--- config.mk ---
export PLATFORM = sky130hd
export DESIGN_NAME = uart_rx_fifo_irq
export DESIGN_NICKNAME = d
export VERILOG_FILES = /design/src/rtl/rxq_pkg.sv /design/src/rtl/rxq_store.sv /design/src/rtl/rxq_irq.sv /design/src/rtl/uart_rx_fifo_irq.sv
export SDC_FILE = /design/constraint.sdc
export NUM_CORES = 1
export LEC_CHECK = 0
export CAP_MARGIN = 10
export CORE_ASPECT_RATIO = 0.9
export CORE_MARGIN = 2
export CORE_UTILIZATION = 24
export CTS_CLUSTER_DIAMETER = 50
export DETAILED_ROUTE_END_ITERATION = 7
export DONT_BUFFER_PORTS = 1
export PLACE_DENSITY = 0.4
export SYNTH_ARGS = -nofsm -noshare
export SYNTH_HDL_FRONTEND = slang
export SYNTH_SLANG_ARGS = --single-unit
--- constraint.sdc ---
create_clock -name clk -period 7.9 [get_ports clk]
set_clock_uncertainty 0.1 [all_clocks]
set_input_delay 0.395 -clock clk [delete_from_list [all_inputs] [get_ports clk]]
set_output_delay 0.395 -clock clk [all_outputs]
set_load 0.05 [all_outputs]
--- src/rtl/rxq_pkg.sv ---
package rxq_pkg;
    localparam int          REG_AW = 3;
    localparam logic [2:0]  ADR_DATA = 3'd0;
    localparam logic [2:0]  ADR_STAT = 3'd1;
    localparam logic [2:0]  ADR_ISR  = 3'd2;
    localparam logic [2:0]  ADR_IMR  = 3'd3;
    localparam logic [2:0]  ADR_TRIG = 3'd4;
    localparam int BIT_TRIG  = 0;
    localparam int BIT_EMPTY = 1;
    localparam int BIT_FULL  = 2;
    localparam int BIT_TXE   = 3;
    localparam int BIT_OVR   = 4;
    localparam logic [7:0] LVL_TO_ISR = 8'h0F;
endpackage

--- src/rtl/rxq_store.sv ---
module rxq_store #(
    parameter int DEPTH = 64,
    parameter int DW    = 8,
    localparam int PW   = $clog2(DEPTH),
    localparam int CW   = $clog2(DEPTH + 1)
) (
    input  logic          clk,
    input  logic          rst_n,
    input  logic          push,
    input  logic [DW-1:0] push_data,
    input  logic          pop,
    output logic [DW-1:0] pop_data,
    output logic [CW-1:0] level,
    output logic          overflow
);
    typedef struct packed {
        logic [PW-1:0] wptr;
        logic [CW-1:0] cnt;
    } st_t;

    st_t           s_d, s_q;
    logic [DW-1:0] mem_q [DEPTH];
    logic          is_full, is_empty, take, give;
    logic [PW-1:0] rptr;

    always_comb begin
        is_full  = (s_q.cnt == CW'(DEPTH));
        is_empty = (s_q.cnt == '0);
        give     = pop && !is_empty;
        take     = push && (!is_full || give);
        rptr     = s_q.wptr - PW'(s_q.cnt);
        overflow = push && is_full && !give;
        pop_data = is_empty ? '0 : mem_q[rptr];
        s_d      = s_q;
        if (take) s_d.wptr = s_q.wptr + 1'b1;
        case ({take, give})
            2'b10:   s_d.cnt = s_q.cnt + 1'b1;
            2'b01:   s_d.cnt = s_q.cnt - 1'b1;
            default: s_d.cnt = s_q.cnt;
        endcase
    end

    always_ff @(posedge clk) begin
        if (!rst_n) s_q <= '0;
        else        s_q <= s_d;
    end

    always_ff @(posedge clk) begin
        if (take) mem_q[s_q.wptr] <= push_data;
    end

    assign level = s_q.cnt;


    cnt_bound_chk: assert property (@(posedge clk) disable iff (!rst_n)
        s_q.cnt <= CW'(DEPTH));

    ovf_hold_chk: assert property (@(posedge clk) disable iff (!rst_n)
        (push && is_full && !pop) |=> $stable(s_q.cnt));

    empty_pop_chk: assert property (@(posedge clk) disable iff (!rst_n)
        (pop && is_empty && !push) |=> (s_q.cnt == '0));

    pushpop_chk: assert property (@(posedge clk) disable iff (!rst_n)
        (push && pop && !is_empty) |=> $stable(s_q.cnt));
endmodule

--- src/rtl/rxq_irq.sv ---
module rxq_irq
    import rxq_pkg::*;
#(
    parameter int DEPTH    = 64,
    parameter int RW       = 8,
    parameter int TRIG_RST = 32,
    localparam int CW      = $clog2(DEPTH + 1)
) (
    input  logic              clk,
    input  logic              rst_n,
    input  logic [CW-1:0]     level,
    input  logic              overflow,
    input  logic              wr_en,
    input  logic [REG_AW-1:0] wr_addr,
    input  logic [RW-1:0]     wr_data,
    output logic [RW-1:0]     status,
    output logic [RW-1:0]     isr,
    output logic [RW-1:0]     imr,
    output logic [RW-1:0]     trig,
    output logic              irq
);
    typedef struct packed {
        logic [RW-1:0] isr;
        logic [RW-1:0] imr;
        logic [RW-1:0] trig;
    } st_t;

    st_t           s_d, s_q;
    logic [RW-1:0] clr, ovr_set, lvl_ext;

    always_comb begin
        lvl_ext              = RW'(level);
        status               = '0;
        status[BIT_TRIG]     = (lvl_ext >= s_q.trig);
        status[BIT_EMPTY]    = (level == '0);
        status[BIT_FULL]     = (level == CW'(DEPTH));
        status[BIT_TXE]      = 1'b1;
        clr                  = (wr_en && wr_addr == ADR_ISR) ? wr_data : '0;
        ovr_set              = '0;
        ovr_set[BIT_OVR]     = overflow;
        s_d                  = s_q;
        s_d.isr = (s_q.isr & ~clr) | (status & RW'(LVL_TO_ISR)) | ovr_set;
        if (wr_en && wr_addr == ADR_IMR)  s_d.imr  = wr_data;
        if (wr_en && wr_addr == ADR_TRIG) s_d.trig = wr_data;
    end

    always_ff @(posedge clk) begin
        if (!rst_n) begin
            s_q.isr  <= '0;
            s_q.imr  <= '0;
            s_q.trig <= RW'(TRIG_RST);
        end else begin
            s_q <= s_d;
        end
    end

    assign isr  = s_q.isr;
    assign imr  = s_q.imr;
    assign trig = s_q.trig;
    assign irq  = |(s_q.isr & s_q.imr);


    isr_sticky_chk: assert property (@(posedge clk) disable iff (!rst_n)
        !(wr_en && wr_addr == ADR_ISR) |=> ((s_q.isr & $past(s_q.isr)) == $past(s_q.isr)));

    ovr_flag_chk: assert property (@(posedge clk) disable iff (!rst_n)
        overflow |=> s_q.isr[BIT_OVR]);
endmodule

--- src/rtl/uart_rx_fifo_irq.sv ---
module uart_rx_fifo_irq
    import rxq_pkg::*;
#(
    parameter int DEPTH    = 64,
    parameter int DW       = 8,
    parameter int TRIG_RST = 32,
    localparam int CW      = $clog2(DEPTH + 1)
) (
    input  logic              clk,
    input  logic              rst_n,
    input  logic              rx_valid,
    input  logic [DW-1:0]     rx_data,
    input  logic              reg_wr,
    input  logic              reg_rd,
    input  logic [REG_AW-1:0] reg_addr,
    input  logic [DW-1:0]     reg_wdata,
    output logic [DW-1:0]     reg_rdata,
    output logic              irq
);
    logic          pop, ovf;
    logic [DW-1:0] pop_data, status, isr, imr, trig;
    logic [CW-1:0] level;

    assign pop = reg_rd && (reg_addr == ADR_DATA);

    rxq_store #(.DEPTH(DEPTH), .DW(DW)) u_store (
        .clk(clk), .rst_n(rst_n), .push(rx_valid), .push_data(rx_data),
        .pop(pop), .pop_data(pop_data), .level(level), .overflow(ovf)
    );

    rxq_irq #(.DEPTH(DEPTH), .RW(DW), .TRIG_RST(TRIG_RST)) u_irq (
        .clk(clk), .rst_n(rst_n), .level(level), .overflow(ovf),
        .wr_en(reg_wr), .wr_addr(reg_addr), .wr_data(reg_wdata),
        .status(status), .isr(isr), .imr(imr), .trig(trig), .irq(irq)
    );

    always_comb begin
        case (reg_addr)
            ADR_DATA: reg_rdata = pop_data;
            ADR_STAT: reg_rdata = status;
            ADR_ISR:  reg_rdata = isr;
            ADR_IMR:  reg_rdata = imr;
            ADR_TRIG: reg_rdata = trig;
            default:  reg_rdata = '0;
        endcase
    end
endmodule

### Word level (Yosys, flattened, before mapping)

Memories as Yosys holds them, arrays and structs flattened.
Index checks and enable logic that the tools add are counted.

| word-level totals | value |
|---|---|
| bits in registers | 37 |
| memory bits (writable) | 512 |
| input port bits | 24 |
| output and inout port bits | 9 |
| word-level logic and storage cells | 45 |
| memories kept | 1 |

Memories:

| name | words | width | read ports | clocked after Yosys merged registers in | write ports | RTL line | RTL |
|---|---|---|---|---|---|---|---|
| u_store.mem_q | 64 | 8 | 1 | 0 | 1 | rxq_store.sv:22 | `logic [DW-1:0] mem_q [DEPTH];` |

| operators by class | value |
|---|---|
| add/sub/neg operators | 4 |
| $lt $le $gt $ge | 1 |
| eq/ne operators | 7 |
| muxes and demuxes | 6 |
| bitwise operators | 5 |
| reductions and logical operators | 16 |

Operators with widths:

| operator | count |
|---|---|
| case mux 8 bit (5 select lines) | 1 |
| bitwise AND 8 bit | 2 |
| 2-to-1 mux 8 bit | 2 |
| case mux 7 bit (2 select lines) | 1 |
| >= comparator 7 x 8 -> 1 bit | 1 |
| logical AND 1 bit | 8 |
| NOT 8 bit | 1 |
| bitwise OR 8 x 4 -> 8 bit | 1 |
| bitwise OR 8 x 5 -> 8 bit | 1 |
| OR reduction 8 bit | 1 |
| adder 7 x 1 -> 7 bit (second input constant) | 1 |
| == test 7 bit (second input constant) | 1 |
| logical NOT 7 bit | 1 |
| subtractor 7 x 1 -> 7 bit (second input constant) | 1 |
| adder 6 x 1 -> 6 bit (second input constant) | 1 |
| == test 3 x 2 -> 1 bit (second input constant) | 2 |
| subtractor 6 bit | 1 |
| == test 3 x 1 -> 1 bit (second input constant) | 1 |
| == test 3 bit (second input constant) | 1 |
| logical NOT 1 bit | 3 |
| logical NOT 3 bit | 1 |
| == test 2 x 1 -> 1 bit (second input constant) | 1 |
| == test 2 bit (second input constant) | 1 |
| 2-to-1 mux 1 bit | 2 |
| other kinds (2) | 2 |

### Longest topological paths before layout

Gate-level depths: netlist of run 1.

| depth | value |
|---|---|
| depth in word-level cells | 7 |
| gate-level depth with buffers | 13 |
| gate-level depth less buffers | 10 |

### By module

Synthesis of run 1 repeated with hierarchy kept, for this count alone.

| unflattened totals | value |
|---|---|
| cells, all modules | 1,241 |
| area total of the unflattened synthesis | 22,703.0 µm² |

Modules (own cells, without submodules):

| module | times used | cells each | area an instance (µm²) | sequential area each (µm²) |
|---|---|---|---|---|
| rxq_store | 1 | 1,064 | 21,121.5 | 15,635.0 |
| rxq_irq | 1 | 133 | 1,221.2 | 480.5 |
| uart_rx_fifo_irq | 1 | 44 | 360.3 | 0.0 |

### Least setup slack after synthesis of run 1

No wires, ideal clock.

| path | value |
|---|---|
| kind | reg2out |
| from | reg u_store.s_q[7] in the netlist's numbering |
| to | out reg_rdata[0] |
| arrival | 3.482 ns |
| required time | 7.405 ns |
| slack | 3.923 ns |
| stages on the path, launching flop included | 13 |
| path buffers | 4 |
| cell sequence | dfxtp_1 -> inv_1 -> ha_1 -> fa_1 -> buf_2 -> buf_2 -> clkbuf_1 -> buf_1 -> mux4_2 -> nand2_1 -> nand3_1 -> nand3_1 -> o2111ai_1 |

| between the ends | value |
|---|---|
| cells in the longest elaborated chain, start to end | 4 |

Ends and longest elaborated chain:

| item | RTL line | RTL |
|---|---|---|
| from (decl) | rxq_store.sv:21 | `st_t s_d, s_q;` |
| from (signal assigned) | rxq_store.sv:44 | `if (!rst_n) s_q <= '0;` |
| from (signal assigned) | rxq_store.sv:45 | `else s_q <= s_d;` |
| subtractor 6 bit | rxq_store.sv:31 | `rptr = s_q.wptr - PW'(s_q.cnt);` |
| memory (64 x 8 bit) | n/a |  |
| 2-to-1 mux 8 bit | rxq_store.sv:33 | `pop_data = is_empty ? '0 : mem_q[rptr];` |
| case mux 8 bit (5 select lines) | uart_rx_fifo_irq.sv:38 | `case (reg_addr)` |
| to (decl) | uart_rx_fifo_irq.sv:17 | `output logic [DW-1:0] reg_rdata,` |

Every way passes these cells.

### Final worst setup path of run 1

| path | value |
|---|---|
| from | reg u_store.s_q[8] in the netlist's numbering |
| to | out reg_rdata[3] |

Same word-level chain as after synthesis.

==> results_dict.tcl, run 1 <==
set metrics [dict create \
    status "finished, final reports clean" \
    min_period_ps 5370 \
    synth_commonest_cells "512 x edfxtp_1, 142 x mux4_2, 132 x nand2_1" \
    io_pins 33 \
    min_to "u_store.mem_q[44][2]" \
    ys_types 57 \
    hold_path_depth 1 \
    synth_area_leaders "edfxtp_1 69%, mux4_2 14%, dfxtp_1 3.3%" \
    rr_endpoint "u_store.mem_q[31][4]" \
    peakVddDrop_uv 129 \
    reg2reg_depth 6 \
    place_congestion 0.752 \
    cts_root_buffer "clkbuf_16" \
    setup_viol 0 \
    grt_usage_pct 12.8 \
    yosysSeqAreaShare_pct 72.7 \
    ys.flop_type "edfxtp_1" \
    clock_path_buffers 3 \
    core_um2 91300 \
    grt_max_degree 76 \
    start_kind "register" \
    ant_nets 0 \
    yosys_warnings 0 \
    timing.rr.start "u_store.level[5]" \
    min_from "rx_data[2]" \
    grt_pass1_vias 11900 \
    fp.dieH_um 292 \
    syn_area_um2 22200 \
    fmax_mhz 186 \
    die_area_um2 94800 \
    synth_top_cell_by_area "edfxtp_1" \
    syn_avg_cell_area_um2 18.2 \
    hold_viol 0 \
    end_kind "output port" \
    dr_total_vias 11500 \
    htree_levels 3 \
    insertion_delay_ps 600 \
    path_class "register to output port" \
    syn_nets 1255 \
    drive_gt1_share_pct 22.8 \
    port_buffers 0 \
    synth_top_area_share_pct 69.4 \
    worst_pin_slew_ps 1090 \
    final-max-slew-violation-count 0 \
    rows 105 \
    viasPerCell 4.49 \
    drc_errors 0 \
    n_fill_cell 9018 \
    drtIter0Drc 930 \
    first_pass_iters 5 \
    p_per_area_nw_per_um2 285 \
    grt_first_pass_wirelength_mm 87.1 \
    path_clk_slew_ps 60 \
    globalRouteOverflowTotal 0 \
    wl_per_cell_um 23.3 \
    dp.cells 2410 \
    instances_no_fill 2563 \
    antenna_found_initial 2 \
    layout.nets 1316 \
    report.power.total_uw 7570 \
    numCtsBuffers 73 \
    synth_seq_cells 549 \
    p_leak_uw 0.00837 \
    cp.arrival_ps 4880 \
    die_w_um 324 \
    crit_required_ps 7400 \
    crit_fanout 46 \
    grt_setup_unrepaired "false" \
    reg2reg_slack_ps 4010 \
    regArea_um2 16100 \
    routed_wl_mm 59.8 \
    multiInputGateArea_um2 5760 \
    clkSinkCount 549 \
    num_antenna_cells 0 \
    cts_tree "built" \
    synth_cells 1216 \
    timing.final.crit_share_pct 68.0 \
    relSlewSlack_pct 27.0 \
    hold_class "primary input to register" \
    start_util_pct 24.3 \
    cap_viol_max_count 0 \
    async_reset_ff_share_pct 0 \
    cts_resized 0 \
    synth_edf_count 512 \
    hpwl_mm 35.3 \
    area.growth.synth_to_final_pct 19.7 \
    fin_setup_tns_ps 0 \
    synth_most_common_cell "edfxtp_1" \
]
==> per-stage QoR <==
stage               setup WS, ps  hold WS [ps]  utilization (%)  area [um^2]
floorplan                   3920           323                -        22200
global placement            3060           326             25.9        23700
detailed placement          3070           326             25.9        23700
CTS                         2420          42.0             29.0        26500
global route                2320          56.0             29.0        26500
finish                      2530          69.8             29.0        26500
==> worst max-delay path, stage by stage, from the launching register on <==
cell     delay, ps
dfxtp_1        470
inv_1          130
fa_4          1380
buf_4          580
mux4_2         410
mux4_2         530
nand2_1         90
a21oi_1         60
or3_1          620
==> layer usage <==
| metal | part of all wire [%] | vias up | GRT usage (%) |
|---|---|---|---|
| met5 | 0 | - | 0 |
| met4 | 2.2 | 0 | 3.56 |
| met3 | 4.3 | 82 | 2.50 |
| met2 | 46 | 265 | 19.9 |
| met1 | 47 | 6163 | 18.1 |
| li1 | - | 5002 | - |
==> cell type report <==
cell class,instances,share of cell area [%]
multi-input cells,592,21.7
clock inverters,45,1.99
clock buffers,86,7.31
well taps,1230,5.80
inverters,14,0.198
repair buffers,47,2.21
flip-flops and latches,549,60.8
==> timing repair <==
action	4_1_cts	5_1_grt
hold endpoints to repair	549	0
setup buffers	0	0
hold buffers	22	0
==> state kept, by name, indices dropped and copies added, names as in the netlist <==
signal	flops
u_irq.imr	8
u_store.mem_q	512
u_irq.isr	8
u_store.s_q	6
u_store.level	7
u_irq.trig	8
==> report_power, final <==
group          internal [uW]  total [uW]  switching [uW]  leakage (uW)
logic                    434        1040             602       0.00228
clock network           2020        3330            1310       0.00118
registers               3190        3200            9.88       0.00491
total                   5640        7570            1930       0.00837
==> kinds of logic after synthesis <==
logic type	synth area share (%)
buffers and inverters	1.47
flip-flops	72.7
multiplexers	15.1
AND/OR/NAND/NOR	6.48
adder cells (fa/ha/maj)	0.881
AO/OA/AOI/OAI	2.75
XOR/XNOR	0.554
==> layout by cell type (no fill, tap or decap), types with 11 or more instances in the layout <==
master	count
edfxtp_1	512
mux4_2	142
nand2_1	132
nor2_1	84
clkbuf_16	76
dfxtp_1	37
nand3_1	36
buf_4	22
a21oi_1	21
a21boi_0	17
mux2i_1	15
inv_1	14
ha_1	13
dlygate4sd3_1	13
nor2b_1	11
and3_1	11
==> worst max path at each step <==
stage	startpoint	end	slack, ps	depth (start not counted)
floorplan	u_store.s_q[7]	reg_rdata[0]	3920	12
CTS	u_store.s_q[8]	reg_rdata[3]	2420	8
detailed placement	u_store.s_q[8]	reg_rdata[3]	3070	8
global route	u_store.s_q[8]	reg_rdata[3]	2320	8
finish	u_store.s_q[8]	reg_rdata[3]	2530	8
global placement	u_store.s_q[7]	reg_rdata[3]	3060	9
Note: power is estimated with default switching activity, not from simulation.
==> run 2, diff against run 1 <==
ABC_AREA = 1   (was default)
PLACE_DENSITY = 0.41   (was 0.4)
clock period = 4.4 ns   (was 7.9 ns; I/O delays follow)
==> results_dict.tcl, run 2 <==
set metrics [dict create \
    synth_cells 2196 \
    grt_first_pass_wirelength_mm 105 \
    yosys_warnings 0 \
    finalInstanceArea_um2 28000 \
    viasPerCell 4.52 \
    p_seq_share_pct 40.0 \
    synth_commonest_cells "828 x nand2_1, 512 x edfxtp_1, 376 x nand3_1" \
    wl_met2_mm 31.4 \
    clock_path_buffers 3 \
    peakVddDrop_uv 340 \
    first_pass_iters 5 \
    io_pins 33 \
    p_int_uw 9890 \
    insertion_delay_ps 610 \
    p_leak_uw 0.0102 \
    path_clk_slew_ps 50 \
    cts_root_buffer "clkbuf_16" \
    dp.cells 3410 \
    cap_viol_max_count 0 \
    min_from "reg_wr" \
    cp.arrival_ps 3910 \
    p_sw_uw 4490 \
    yosysSeqAreaShare_pct 68.5 \
    place_congestion 0.837 \
    start_util_pct 24.3 \
    crit_required_ps 4080 \
    wl_per_cell_um 19.8 \
    globalRouteOverflowTotal 0 \
    path_class "register to output port" \
    post_dp_cell_area_um2 25300 \
    setup_viol 0 \
    top_layer "met5" \
    drtIter0Drc 1360 \
    synth_top_area_share_pct 65.3 \
    ys_types 47 \
    async_reset_ff_share_pct 0 \
    die_w_um 334 \
    crit_fanout 36 \
    relSlewSlack_pct 29.8 \
    cp_num_buf_inv 5 \
    synth_most_common_cell "nand2_1" \
    area.growth.synth_to_final_pct 19.1 \
    met3_length_mm 4.13 \
    layout_common_cells "828 x nand2_1, 512 x edfxtp_1, 375 x nand3_1, 79 x nor2_1, 73 x clkbuf_16" \
    p_per_area_nw_per_um2 513 \
    wl_met1_mm 33.7 \
    synth_top_cell_by_area "edfxtp_1" \
    fmax_mhz 236 \
    fp.dieH_um 301 \
    worst_pin_slew_ps 1050 \
    slowest_stage "fa_4" \
    start_kind "register" \
    min_period_ps 4230 \
    report.power.total_uw 14400 \
    core_um2 96800 \
    hold_path_depth 3 \
    routed_wl_mm 70.7 \
    fin_util_pct 29.0 \
    drc_errors 0 \
    die_area_um2 101000 \
    regMostFlops "u_store.mem_q" \
    end_kind "output port" \
    layout.nets 2288 \
    reg2reg_depth 8 \
    layout_commonest_cell "nand2_1" \
    status "finished, final reports clean" \
    dr_total_vias 16100 \
    drive_gt1_share_pct 9.96 \
    timing.final.crit_share_pct 96.2 \
    instances_no_fill 3567 \
    grt_setup_unrepaired "false" \
    crit_path_frequent_cell "nand2_1" \
    antenna_found_initial 4 \
    synth_area_leaders "edfxtp_1 65%, nand2_1 13%, nand3_1 8.0%" \
    rows 108 \
    grt_max_degree 130 \
    hold_class "primary input to register" \
    hold_viol 0 \
    final-max-slew-violation-count 0 \
    ys.flop_type "edfxtp_1" \
    critical_path.cell_chain "inv_1, fa_4, buf_12, buf_4, clkbuf_16, nand3_1, nand3_1, nand2_1, nand2_1, nand3_1, nand2_1, nand2_1, nand3_1, nand2_1, buf_12" \
    timing.rr.start "u_store.level[3]" \
    fin_setup_tns_ps 0 \
    hpwl_mm 41.2 \
    pwr-share-clk_pct 38.7 \
    syn_avg_cell_area_um2 10.7 \
    grt_pass1_vias 15900 \
    cts_tree "built" \
    numCtsBuffers 69 \
    syn_area_um2 23500 \
    critical-path-max-stage-delay_ps 860 \
    synth_seq_cells 549 \
    ant_nets 0 \
    port_buffers 0 \
    largest_register_ffs 512 \
    syn_nets 2235 \
    grt_usage_pct 14.0 \
    critical_path.top_delay_family "simple AND/OR/NAND/NOR gates" \
    synth_edf_count 512 \
    htree_levels 3 \
    path_depth 15 \
    clkSinkCount 549 \
    combPwrFrac_pct 21.3 \
    p_sw_share_pct 31.2 \
    cp-startpoint "u_store.s_q[8]" \
]
-- run 2: metrics by stage --
| stage | hold slack, ps | setup WS [ps] |
|---|---|---|
| 6_report | 39.5 | 169 |
| 5_1_grt | 43.7 | 2.18 |
| 4_1_cts | 9.20 | 51.8 |
| 3_5_place_dp | 153 | 548 |
| 3_3_place_gp | 153 | 613 |
| 2_1_floorplan | 148 | 1570 |
-- run 2: worst paths after layout --
kind / endpoint / slack, ps
hold reg to reg: u_irq.isr[2] / 360
setup / recovery: reg_rdata[7] / 170
hold / removal: u_irq.imr[3] / 40
setup reg to reg: u_store.mem_q[35][7] / 1190
-- run 2: power groups by stage --
| stage | clock, uW | sequential (uW) | combinational, uW |
|---|---|---|---|
| final | 5570 | 5760 | 3060 |
| after global routing | 5920 | 5760 | 3380 |
| after CTS | 5720 | 5750 | 3020 |
| after detailed placement | 0 | 5860 | 2860 |
| after global placement | 0 | 5860 | 2880 |
| after floorplan | 0 | 5860 | 1840 |
-- run 2: worst register-to-register path, stage by stage, from the launching register on --
cell     delay [ps]
dfxtp_1         460
inv_2           100
nand2_2         110
nor2_4           60
nand4_2         130
o21ai_2         150
nor2_1          340
nand3_2         540
nor2_1          840
-- run 2: what timing repair did --
| action | in CTS | in global routing |
|---|---|---|
| hold endpoints to repair | 549 | 0 |
| endpoints found under the setup margin | 7 | 8 |
| pin swaps | 0 | 1 |
| buffers inserted | 0 | 2 |
| gates cloned | 0 | 1 |
| gates resized for setup | 2 | 9 |
| hold buffers | 30 | 0 |
-- run 2: final cells by class --
type | count | area (um^2)
fill | 10000 | 68700
sequential | 549 | 16100
multi-input combinational | 1459 | 6610
clock buffer | 82 | 1840
tap | 1265 | 1580
timing repair buffer | 94 | 1200
clock inverter | 39 | 367
inverter | 76 | 299
antenna | 3 | 7.51
-- run 2: metal layers --
metal / global-route usage, % / vias to the layer above
met3: 3.31 / 106
met1: 19.9 / 7953
met2: 21.4 / 389
li1: - / 7680
met5: 0 / -
met4: 3.45 / 2
-- run 2: cells by family after synthesis --
logic type / Yosys count / synth area share (%)
and+or+nand+nor: 1334 / 24.1
DFF: 549 / 68.5
buffers and inverters: 188 / 3.60
AOI/OAI and AO/OA: 103 / 2.51
adders and majority gates: 15 / 0.829
xor gates and xnor gates: 7 / 0.484
